===== src/rtl/sgdma_pkg.sv =====
package sgdma_pkg;

  typedef enum logic [1:0] {
    PH_IDLE = 2'd0,
    PH_DATA = 2'd1,
    PH_NOTE = 2'd2,
    PH_DONE = 2'd3
  } phase_t;

  localparam logic [7:0] RA_CTRL    = 8'h00;
  localparam logic [7:0] RA_COUNT   = 8'h01;
  localparam logic [7:0] RA_NOTE_LO = 8'h02;
  localparam logic [7:0] RA_NOTE_HI = 8'h03;
  localparam logic [7:0] RA_STATUS  = 8'h04;
  localparam logic [7:0] RA_LAT     = 8'h05;
  localparam int         NOTE_BYTES = 4;

  function automatic logic [1:0] status_code(input phase_t p);
    case (p)
      PH_IDLE: return 2'd0;
      PH_DONE: return 2'd2;
      default: return 2'd1;
    endcase
  endfunction

  // beats in the next burst: the smaller of what is left and the cap
  function automatic logic [31:0] clip_beats(input logic [31:0] rem, input logic [31:0] cap);
    return (rem < cap) ? rem : cap;
  endfunction

  function automatic logic in_table(input logic [7:0] a);
    return a[7:6] == 2'b10;
  endfunction

endpackage


===== src/rtl/sgdma_addr_table.sv =====
module sgdma_addr_table #(
  parameter int ENTRIES = 16,
  parameter int ADDR_W  = 64,
  parameter int LEN_W   = 32,
  localparam int IDX_W  = $clog2(ENTRIES)
) (
  input  logic              clk,
  input  logic              rst_n,
  input  logic              we,
  input  logic [7:0]        waddr,
  input  logic [31:0]       wdata,
  input  logic [IDX_W-1:0]  rd_idx,
  output logic [ADDR_W-1:0] rd_addr,
  output logic [LEN_W-1:0]  rd_len,
  input  logic [7:0]        pr_addr,
  output logic [31:0]       pr_data
);
  import sgdma_pkg::*;

  logic [ADDR_W-1:0] t_addr [ENTRIES];
  logic [LEN_W-1:0]  t_len  [ENTRIES];

  wire              w_hit = we && in_table(waddr);
  wire [IDX_W-1:0]  w_idx = waddr[IDX_W+1:2];
  wire [IDX_W-1:0]  r_idx = pr_addr[IDX_W+1:2];

  for (genvar i = 0; i < ENTRIES; i++) begin : g_ent
    always_ff @(posedge clk) begin
      if (!rst_n) begin
        t_addr[i] <= '0;
        t_len[i]  <= '0;
      end else if (w_hit && w_idx == IDX_W'(i)) begin
        case (waddr[1:0])
          2'd0:    t_addr[i][31:0]       <= wdata;
          2'd1:    t_addr[i][ADDR_W-1:32] <= wdata[ADDR_W-33:0];
          2'd2:    t_len[i]              <= wdata[LEN_W-1:0];
          default: ;
        endcase
      end
    end
  end

  assign rd_addr = t_addr[rd_idx];
  assign rd_len  = t_len[rd_idx];

  always_comb begin
    case (pr_addr[1:0])
      2'd0:    pr_data = t_addr[r_idx][31:0];
      2'd1:    pr_data = 32'(t_addr[r_idx][ADDR_W-1:32]);
      2'd2:    pr_data = 32'(t_len[r_idx]);
      default: pr_data = '0;
    endcase
  end

endmodule


===== src/rtl/sgdma_lat_timer.sv =====
module sgdma_lat_timer #(
  parameter int CNT_W = 32
) (
  input  logic             clk,
  input  logic             rst_n,
  input  logic             go,
  input  logic             halt,
  output logic [CNT_W-1:0] count,
  output logic             running
);

  always_ff @(posedge clk) begin
    if (!rst_n) begin
      count   <= '0;
      running <= 1'b0;
    end else if (go) begin
      count   <= '0;
      running <= 1'b1;
    end else begin
      if (running) count <= count + 1'b1;
      if (halt)    running <= 1'b0;
    end
  end

endmodule


===== src/rtl/sgdma_burst_engine.sv =====
module sgdma_burst_engine
  import sgdma_pkg::*;
#(
  parameter int ENTRIES         = 16,
  parameter int ADDR_W          = 64,
  parameter int LEN_W           = 32,
  parameter int DATA_W          = 256,
  parameter int MAX_BURST_BYTES = 256,
  localparam int IDX_W      = $clog2(ENTRIES),
  localparam int BEAT_BYTES = DATA_W / 8,
  localparam int BEAT_SH    = $clog2(BEAT_BYTES),
  localparam int MAX_BEATS  = MAX_BURST_BYTES / BEAT_BYTES,
  localparam int POS_W      = (MAX_BEATS > 1) ? $clog2(MAX_BEATS) : 1,
  localparam int REM_W      = LEN_W - BEAT_SH + 1,
  localparam int RLEN_W     = $clog2(MAX_BURST_BYTES + 1)
) (
  input  logic              clk,
  input  logic              rst_n,
  input  logic              start_req,
  input  logic [IDX_W:0]    ent_count,
  output logic [IDX_W-1:0]  rd_idx,
  input  logic [ADDR_W-1:0] ent_addr,
  input  logic [LEN_W-1:0]  ent_len,
  input  logic [ADDR_W-1:0] note_addr,
  input  logic [DATA_W-1:0] s_data,
  input  logic              s_valid,
  output logic              s_ready,
  output logic              req_valid,
  input  logic              req_ready,
  output logic              req_sop,
  output logic              req_eop,
  output logic              req_notify,
  output logic [ADDR_W-1:0] req_addr,
  output logic [RLEN_W-1:0] req_len,
  output logic [DATA_W-1:0] req_data,
  output phase_t            phase,
  output logic [IDX_W-1:0]  cur_idx,
  output logic              go
);

  logic [IDX_W-1:0]  idx;
  logic [ADDR_W-1:0] cur_addr;
  logic [REM_W-1:0]  rem;
  logic [POS_W-1:0]  beat_pos;
  logic [31:0]       total;

  // named internal events
  logic [REM_W-1:0] burst_n, new_rem;
  logic beat_fire, pos_last, entry_last, cnt_last, note_fire;

  assign new_rem    = REM_W'(ent_len[LEN_W-1:BEAT_SH]) + REM_W'(|ent_len[BEAT_SH-1:0]);
  assign burst_n    = REM_W'(clip_beats(32'(rem), 32'(MAX_BEATS)));
  assign pos_last   = REM_W'(beat_pos) == burst_n - 1'b1;
  assign entry_last = rem == burst_n;
  assign cnt_last   = {1'b0, idx} == ent_count - 1'b1;
  assign go         = start_req && (phase == PH_IDLE || phase == PH_DONE);
  assign beat_fire  = s_valid && s_ready;
  assign note_fire  = (phase == PH_NOTE) && req_ready;
  assign rd_idx     = (phase == PH_DATA) ? idx + 1'b1 : '0;
  assign cur_idx    = idx;

  always_ff @(posedge clk) begin
    if (!rst_n) begin
      phase    <= PH_IDLE;
      idx      <= '0;
      cur_addr <= '0;
      rem      <= '0;
      beat_pos <= '0;
      total    <= '0;
    end else if (go) begin
      idx      <= '0;
      cur_addr <= ent_addr;
      rem      <= new_rem;
      beat_pos <= '0;
      total    <= '0;
      phase    <= (ent_count == '0) ? PH_NOTE : PH_DATA;
    end else if (beat_fire) begin
      total <= total + 32'(BEAT_BYTES);
      if (pos_last) begin
        beat_pos <= '0;
        if (entry_last) begin
          if (cnt_last) begin
            phase <= PH_NOTE;
          end else begin
            idx      <= idx + 1'b1;
            cur_addr <= ent_addr;
            rem      <= new_rem;
          end
        end else begin
          cur_addr <= cur_addr + (ADDR_W'(burst_n) << BEAT_SH);
          rem      <= rem - burst_n;
        end
      end else begin
        beat_pos <= beat_pos + 1'b1;
      end
    end else if (note_fire) begin
      phase <= PH_DONE;
    end
  end

  always_comb begin
    s_ready    = (phase == PH_DATA) && req_ready;
    req_notify = phase == PH_NOTE;
    req_valid  = (phase == PH_DATA) ? s_valid : req_notify;
    req_sop    = (phase == PH_DATA) ? (beat_pos == '0) : req_notify;
    req_eop    = (phase == PH_DATA) ? pos_last : req_notify;
    req_addr   = req_notify ? note_addr : cur_addr;
    req_len    = req_notify ? RLEN_W'(NOTE_BYTES) : (RLEN_W'(burst_n) << BEAT_SH);
    req_data   = req_notify ? DATA_W'(total) : s_data;
  end

endmodule


===== src/rtl/sgdma_wr.sv =====
module sgdma_wr
  import sgdma_pkg::*;
#(
  parameter int ENTRIES         = 16,
  parameter int ADDR_W          = 64,
  parameter int LEN_W           = 32,
  parameter int DATA_W          = 256,
  parameter int MAX_BURST_BYTES = 256,
  parameter int CNT_W           = 32,
  localparam int IDX_W  = $clog2(ENTRIES),
  localparam int RLEN_W = $clog2(MAX_BURST_BYTES + 1)
) (
  input  logic              clk,
  input  logic              rst_n,
  input  logic              pio_we,
  input  logic [7:0]        pio_waddr,
  input  logic [31:0]       pio_wdata,
  input  logic [7:0]        pio_raddr,
  output logic [31:0]       pio_rdata,
  input  logic [DATA_W-1:0] s_data,
  input  logic              s_valid,
  output logic              s_ready,
  output logic              req_valid,
  input  logic              req_ready,
  output logic              req_sop,
  output logic              req_eop,
  output logic              req_notify,
  output logic [ADDR_W-1:0] req_addr,
  output logic [RLEN_W-1:0] req_len,
  output logic [DATA_W-1:0] req_data
);

  logic [IDX_W:0]    ent_count;
  logic [ADDR_W-1:0] note_addr;
  logic [IDX_W-1:0]  rd_idx, cur_idx;
  logic [ADDR_W-1:0] ent_addr;
  logic [LEN_W-1:0]  ent_len;
  logic [31:0]       tab_rdata;
  logic [CNT_W-1:0]  lat_count;
  logic              lat_run, go;
  phase_t            phase;

  wire ctrl_wr   = pio_we && (pio_waddr == RA_CTRL);
  wire start_req = ctrl_wr && pio_wdata[0];
  wire stop_req  = ctrl_wr && pio_wdata[1];

  always_ff @(posedge clk) begin
    if (!rst_n) begin
      ent_count <= '0;
      note_addr <= '0;
    end else if (pio_we) begin
      if (pio_waddr == RA_COUNT)   ent_count              <= pio_wdata[IDX_W:0];
      if (pio_waddr == RA_NOTE_LO) note_addr[31:0]        <= pio_wdata;
      if (pio_waddr == RA_NOTE_HI) note_addr[ADDR_W-1:32] <= pio_wdata[ADDR_W-33:0];
    end
  end

  sgdma_addr_table #(.ENTRIES(ENTRIES), .ADDR_W(ADDR_W), .LEN_W(LEN_W)) u_table (
    .clk(clk), .rst_n(rst_n), .we(pio_we), .waddr(pio_waddr), .wdata(pio_wdata),
    .rd_idx(rd_idx), .rd_addr(ent_addr), .rd_len(ent_len),
    .pr_addr(pio_raddr), .pr_data(tab_rdata)
  );

  sgdma_burst_engine #(
    .ENTRIES(ENTRIES), .ADDR_W(ADDR_W), .LEN_W(LEN_W), .DATA_W(DATA_W),
    .MAX_BURST_BYTES(MAX_BURST_BYTES)
  ) u_engine (
    .clk(clk), .rst_n(rst_n), .start_req(start_req), .ent_count(ent_count),
    .rd_idx(rd_idx), .ent_addr(ent_addr), .ent_len(ent_len), .note_addr(note_addr),
    .s_data(s_data), .s_valid(s_valid), .s_ready(s_ready),
    .req_valid(req_valid), .req_ready(req_ready), .req_sop(req_sop), .req_eop(req_eop),
    .req_notify(req_notify), .req_addr(req_addr), .req_len(req_len), .req_data(req_data),
    .phase(phase), .cur_idx(cur_idx), .go(go)
  );

  sgdma_lat_timer #(.CNT_W(CNT_W)) u_timer (
    .clk(clk), .rst_n(rst_n), .go(go), .halt(stop_req),
    .count(lat_count), .running(lat_run)
  );

  always_comb begin
    case (pio_raddr)
      RA_COUNT:   pio_rdata = 32'(ent_count);
      RA_NOTE_LO: pio_rdata = note_addr[31:0];
      RA_NOTE_HI: pio_rdata = 32'(note_addr[ADDR_W-1:32]);
      RA_STATUS:  pio_rdata = 32'({cur_idx, 6'b0, status_code(phase)});
      RA_LAT:     pio_rdata = 32'(lat_count);
      default:    pio_rdata = in_table(pio_raddr) ? tab_rdata : '0;
    endcase
  end

endmodule


===== config.mk =====
export PLATFORM = sky130hd
export DESIGN_NAME = sgdma_wr
export DESIGN_NICKNAME = d
export VERILOG_FILES = /design/src/rtl/sgdma_pkg.sv /design/src/rtl/sgdma_addr_table.sv /design/src/rtl/sgdma_lat_timer.sv /design/src/rtl/sgdma_burst_engine.sv /design/src/rtl/sgdma_wr.sv
export SDC_FILE = /design/constraint.sdc
export NUM_CORES = 2
export LEC_CHECK = 0
export ABC_AREA = 1
export BUFFER_PORTS_ARGS = -buffer_cell sky130_fd_sc_hd__buf_4
export CAP_MARGIN = 0
export CELL_PAD_IN_SITES_DETAIL_PLACEMENT = 0
export CELL_PAD_IN_SITES_GLOBAL_PLACEMENT = 2
export CORE_MARGIN = 4
export CORE_UTILIZATION = 37
export CTS_CLUSTER_SIZE = 10
export DETAILED_ROUTE_END_ITERATION = 12
export PLACE_DENSITY = 0.78
export SLEW_MARGIN = 25
export SYNTH_ARGS = -nofsm -noshare
export SYNTH_HDL_FRONTEND = slang
export SYNTH_SLANG_ARGS = --single-unit

===== constraint.sdc =====
create_clock -name clk -period 4.95 [get_ports clk]
set_input_delay 0.495 -clock clk [delete_from_list [all_inputs] [get_ports clk]]
set_output_delay 0.495 -clock clk [all_outputs]
set_load 0.01 [all_outputs]

Word-level counts from Yosys, hierarchy flattened
Memories as Yosys holds them, arrays and structs flattened. Cells that the tools add are included.

$add $sub $neg: 9. $lt $le $gt $ge: 1. Equality and inequality tests: 39. Muxes and demuxes: 228. Bitwise operators: 50. Reduce and logical (&&, ||, !) cells: 44.

Operators by type and width (number): 2-to-1 mux 32 bit (49); 2-to-1 mux 64 bit (6); 2-to-1 mux 256 bit (1); 2-to-1 mux 28 bit (6); one-hot mux 32 bit (5 select lines) (1); 2-to-1 mux 1 bit (153); one-hot mux 32 bit (3 select lines) (1); adder 64 x 33 -> 64 bit (1); bitwise OR 1 bit (48); adder 32 x 1 -> 32 bit (second input constant) (1); adder 32 x 6 -> 32 bit (second input constant) (1); equality test 4 bit (second input constant) (8); equality test 8 x 2 -> 1 bit (second input constant) (4); adder 27 x 1 -> 28 bit (1); equality test 28 bit (1); equality test 3 x 28 -> 1 bit (1); < comparator 28 x 4 -> 1 bit (second input constant) (1); subtractor 28 x 1 -> 28 bit (second input constant) (1); subtractor 28 bit (1); logical AND 1 bit (24); equality test 4 x 3 -> 1 bit (second input constant) (4); equality test 8 x 1 -> 1 bit (second input constant) (2); equality test 8 x 3 -> 1 bit (second input constant) (2); 2-to-1 mux 2 bit (7); other kinds (27) (46).

Register bits: 235. RAM bits: 1536. Bits of input ports: 309. Output and inout port bits: 366. Logic and storage cells: 384. Memories: 2.

Memories: u_table.t_addr (depth 16, bits a word 64, rd ports 2, clocked after Yosys merged registers in 0, write ports 16, line sgdma_addr_table.sv:20) `logic [ADDR_W-1:0] t_addr [ENTRIES];`; u_table.t_len (depth 16, bits a word 32, rd ports 2, clocked after Yosys merged registers in 0, write ports 16, line sgdma_addr_table.sv:21) `logic [LEN_W-1:0] t_len [ENTRIES];`.

Logic depth before layout (Yosys ltp)
An unclocked memory read counts as a cell.

Depth after elaboration: 10. Mapped depth: 27.

Cells and area by module
From an unflattened synthesis, not the netlist that was laid out.

Cells, all modules: 14483. Area total of the unflattened synthesis: 107695.8 sq um.

Modules (own cells, without submodules): sgdma_addr_table (instances 1, cells each 10985, area each 87971.9 sq um, seq. area each 46124.2 sq um); sgdma_burst_engine (instances 1, cells each 2545, area each 13624.3 sq um, seq. area each 2562.5 sq um); sgdma_wr (instances 1, cells each 682, area each 4210.3 sq um, seq. area each 1381.3 sq um); sgdma_lat_timer (instances 1, cells each 271, area each 1889.3 sq um, seq. area each 660.6 sq um).

Least setup slack after synthesis
No wires, ideal clock.

Kind: in2reg. From: in pio_waddr[7]. To: mem u_table.t_addr[9][0] (enable). Setup time: 0.466 ns. Data arrival time: 3.406 ns. Setup slack: 1.078 ns. Cell stages on the path: 6. Buffers on the path: 0. Cells stage by stage: nand2_1 -> nor2_1 -> nand3_1 -> nor2_1 -> inv_1 -> o21ai_0.

RTL lines: start, declared (line sgdma_wr.sv:16) `input logic [7:0] pio_waddr,`; end, declared (line sgdma_addr_table.sv:20).

Worst setup path in the final report
From: reg u_engine.rem[14]. To: out req_eop.

Cells in the longest elaborated chain, start to end: 5.

RTL lines: start, declared (line sgdma_burst_engine.sv:43) `logic [REM_W-1:0] rem;`; start signal, assigned (line sgdma_burst_engine.sv:73) `rem <= new_rem;`; start signal, assigned (line sgdma_burst_engine.sv:87) `rem <= new_rem;`; start signal, assigned (line sgdma_burst_engine.sv:91) `rem <= rem - burst_n;`; < comparator 28 x 4 -> 1 bit (line sgdma_pkg.sv:28) `return (rem < cap) ? rem : cap;`; 2-to-1 mux 28 bit * (line sgdma_pkg.sv:28); subtractor 28 x 1 -> 28 bit * (line sgdma_burst_engine.sv:53) `assign pos_last = REM_W'(beat_pos) == burst_n - 1'b1;`; equality test 3 x 28 -> 1 bit * (line sgdma_burst_engine.sv:53); 2-to-1 mux 1 bit * (line sgdma_burst_engine.sv:106) `req_eop = (phase == PH_DATA) ? pos_last : req_notify;`; end, declared (line sgdma_wr.sv:26) `output logic req_eop,`.

Mark *: on every way between the ends. The rest lies on a longest branch, timed or not.

==> flow_metrics.tcl <==
set metrics [dict create \
    status "finished clean" \
    final_core_utilization_pct 43.45 \
    maximum_number_of_pins_on_one_net_before_global_route_repair 145 \
    start_kind "flop" \
    final_period_minus_worst_setup_slack_ns 4.599 \
    cts.reportedPaths.clkPinSlew_ns 0.06 \
    netlist_top_cells_area "edfxtp_1 47%, nor2_1 12%, o21ai_0 6.3%, nand2_1 5.1%, dfxtp_1 4.7%" \
    internal_power_mw 26.13 \
    grt_antenna_before_repair 28 \
    via_per_inst 6.052 \
    postLayoutCellArea_mm2 0.1141 \
    cts.root.buffer_cell "clkbuf_16" \
    syn_to_final_growth_pct 16.88 \
    totalWireLength_um 505400 \
    vdd_ir_drop_max_mv 0.2747 \
    proportion_of_power_drawn_by_flip_flops_and_latches_pct 47.6 \
    finalWeightedCongestion 1.094 \
    power.share.switching_pct 27.41 \
    drcViolationCount 0 \
    floorplan.io_pins 675 \
    dieArea_mm2 0.2721 \
    finalMaxSlewViolations 0 \
    worst_path_max_delay_cell "dfxtp_1" \
    synthDominantCellAreaShare_pct 47.26 \
    tritoncts "yes" \
    number_of_h_tree_levels 4 \
    unrepaired_setup_endpoints_after_global_routing "no" \
    critPathTopFamily "simple AND/OR/NAND/NOR gates" \
    critPathCaptureType "output pin" \
    drive_gt1_share_pct 12.88 \
    chipHeight_um 521.6 \
    power_density_mw_per_mm2 315.5 \
    ys_ff_latch 1766 \
    worst-endpoint-required_ns 4.45 \
    timing.setup.tns_ns 0 \
    routed_wire_length_per_instance_um 32.15 \
    leakage_nw 44.80 \
    hold-path-cell-count 3 \
    worstSkewPairLatency_ns 0.92 \
    first_global_vias 88542 \
    core_region_area_mm2 0.2625 \
    floorplan.initialDensity_pct 37.18 \
    num_vias 95125 \
    placement_rows 188 \
    dominantRegCellSynth "edfxtp_1" \
    power.clock.fraction_pct 40.5 \
    grt-ovfl-total 0 \
    grt_pass1_wl_um 692600 \
    combinationalPowerShare_pct 11.9 \
    cp_num_buf_inv 5 \
    report.final.hold_viol_count 0 \
    avgSynthCellArea_um2 8.289 \
    detail-route-antenna-nets 0 \
    place_area_mm2 0.1079 \
    worst_slew_pin_slew_ns 1.120 \
    finalSetupViolCount 0 \
    design.final.nets 12430 \
    synth_sequential_area_ratio_pct 51.98 \
    reg2reg_setup_slack_ns 0.52 \
    yosys_warnings 0 \
    maxCapViolations 0 \
    synth_largest_area_cell "edfxtp_1" \
    post_cts.resized_instances 0 \
    power.switching_mw 9.865 \
    multi_input_comb_area_mm2 0.03971 \
    cell_chain_of_the_critical_path "nor2_1 -> nand2_1 -> nor2_2 -> nand2_1 -> nor2_4 -> inv_2 -> nor2_1 -> inv_1 -> ha_1 -> nand2_1 -> inv_1 -> nand2_1 -> nand3_1 -> a21oi_1 -> nand3_1 -> nor2_2 -> inv_1 -> o21ai_0 -> buf_4" \
    cts-root-to-sink-buffers 4 \
    ys_async_sr_fraction_pct 0 \
    finalCritPeriodShare_pct 92.90 \
    clock_sinks 1766 \
    post_cts_buffers 0 \
    timing.hold.worst.class "in2reg" \
    seq_area_mm2 0.05073 \
    timing.critical_path.depth 19 \
    syn_inst 11774 \
    critical_path_peak_fanout 8 \
    post_synth_instance_area_mm2 0.09759 \
    synth.distinct_cells 61 \
    post_cts_hold_buffer_count 4 \
    timing.fmax_ghz 0.2175 \
    die_width_um 521.6 \
    drt-initial-drc-count 13972 \
    detail_route.first_pass.iterations 8 \
    dp.final_hpwl_um 329800 \
    num-fill-cells 25794 \
    grt_util_all_layers_pct 35.58 \
    crit_path_frequent_cell "nand2_1" \
    criticalPathCategory "reg2out" \
    synth_edf_count 1536 \
    cts_buffers 216 \
    cp.arrival_ns 4.10 \
    ff2ff_path_depth 12 \
    number_of_buffers_added_on_ports 670 \
    max_slew_margin_pct 25.30 \
    timing.clock.skew_ns 0.08224 \
    cpPeakStageDelay_ns 0.34 \
]
-- power groups by stage --
stage	registers [mW]	clock network, mW	logic (mW)
global route	17.2	15.3	4.44
floorplan	17.3	0	1.84
global placement	17.4	0	4.14
CTS	17.1	14.7	4.16
detailed placement	17.4	0	4.15
finish	17.1	14.6	4.29
-- cell families (layout without fill, tap and decap cells) --
group / count (synthesis) / in the layout / share of synthesized area (%)
compound gates: 2705 / 2705 / 17.12
xor+xnor: 74 / 74 / 0.6641
fa+ha+maj: 42 / 42 / 0.5461
buf+inv: 1976 / 2371 / 7.999
flops: 1766 / 1766 / 51.98
mux: 62 / 62 / 0.6654
other cells: 2 / 36 / 0.007695
simple gates: 5147 / 5147 / 21.02
-- tightest hold or removal path, stage by stage --
cell and delay, ns:
buf_4 0.12, inv_2 0.17, a21oi_1 0.17
-- layout make-up --
class                           instances  area share, %
Sequential cell                      1766          44.47
Multi-Input combinational cell       8059          34.81
Timing Repair Buffer                 1105          8.411
Clock buffer                          301          5.144
Tap cell                             3515          3.855
Inverter                              931          3.103
Clock inverter                         34         0.1876
Antenna cell                            7        0.01536
-- layout by cell type, fill, tap and decap left out, drive strengths merged, types with 230 or more instances in the layout --
cell type,netlist,layout
inv,924,933
nor2,3047,3047
clkbuf,793,301
dfxtp,230,230
nand3,584,584
nand2,1338,1338
buf,252,1101
o221ai,263,263
a21oi,498,498
o21ai,1242,1242
edfxtp,1536,1536
-- state kept, by name, indices dropped and copies added, names as in the netlist --
name and cells:
ent_count 5, u_engine.beat_pos 3, u_table.t_len 512, u_timer.running 1
u_engine.rem 28, u_table.t_addr 1024, u_engine.total 27, u_engine.phase 2
u_timer.count 32, u_engine.cur_idx 4, u_engine.cur_addr 64, note_addr 64
-- synthesized netlist by cell type (all sizes together), types with 2 or more instances --
cell	n
o2111ai	60
o311ai	128
xor2	49
inv	924
buf	252
o221ai	263
xnor2	25
a22o	2
a21oi	498
o21a	9
o22ai	40
conb	2
nor2	3047
o21ai	1242
nor4	21
a211oi	45
a21o	5
nand3	584
and2	3
clkinv	7
o211ai	198
nand2	1338
clkbuf	793
o21bai	3
ha	41
o31ai	3
a31oi	13
nor3b	4
nand4	49
a221oi	178
o32ai	12
mux2	23
nand3b	6
nor3	79
edfxtp	1536
dfxtp	230
or2	13
a21boi	4
and3	2
mux2i	39
-- through the flow --
stage	total power, mW	hold slack, ns	std cells	worst slack (ns)
after floorplan	19.17	0.4244	11801	1.078
after global placement	21.53	0.4552	15371	0.4885
after detailed placement	21.56	0.4584	15371	0.5465
after CTS	35.97	0.02520	15710	0.3309
after global routing	36.92	0.08427	15712	0.1140
final	35.99	0.06975	15718	0.3514
-- worst paths after layout --
path / start / endpoint
max: u_engine.rem[14] / req_eop
min: pio_wdata[0] / note_addr[32]
max reg2reg: u_engine.phase[1] / u_engine.cur_addr[42]
min reg2reg: u_engine.cur_addr[10] / u_engine.cur_addr[10]
-- layer usage --
metal	vias to the layer above	part of all wire [%]	routed length, µm	track usage (%)
met2	6407	43	217900	53.49
li1	41080	-	-	-
met1	46478	39	195600	46.90
met3	1142	12	61610	9.811
met5	-	0.026	130	0
met4	18	6.0	30120	18.26
(Power assumes the default switching activity.)
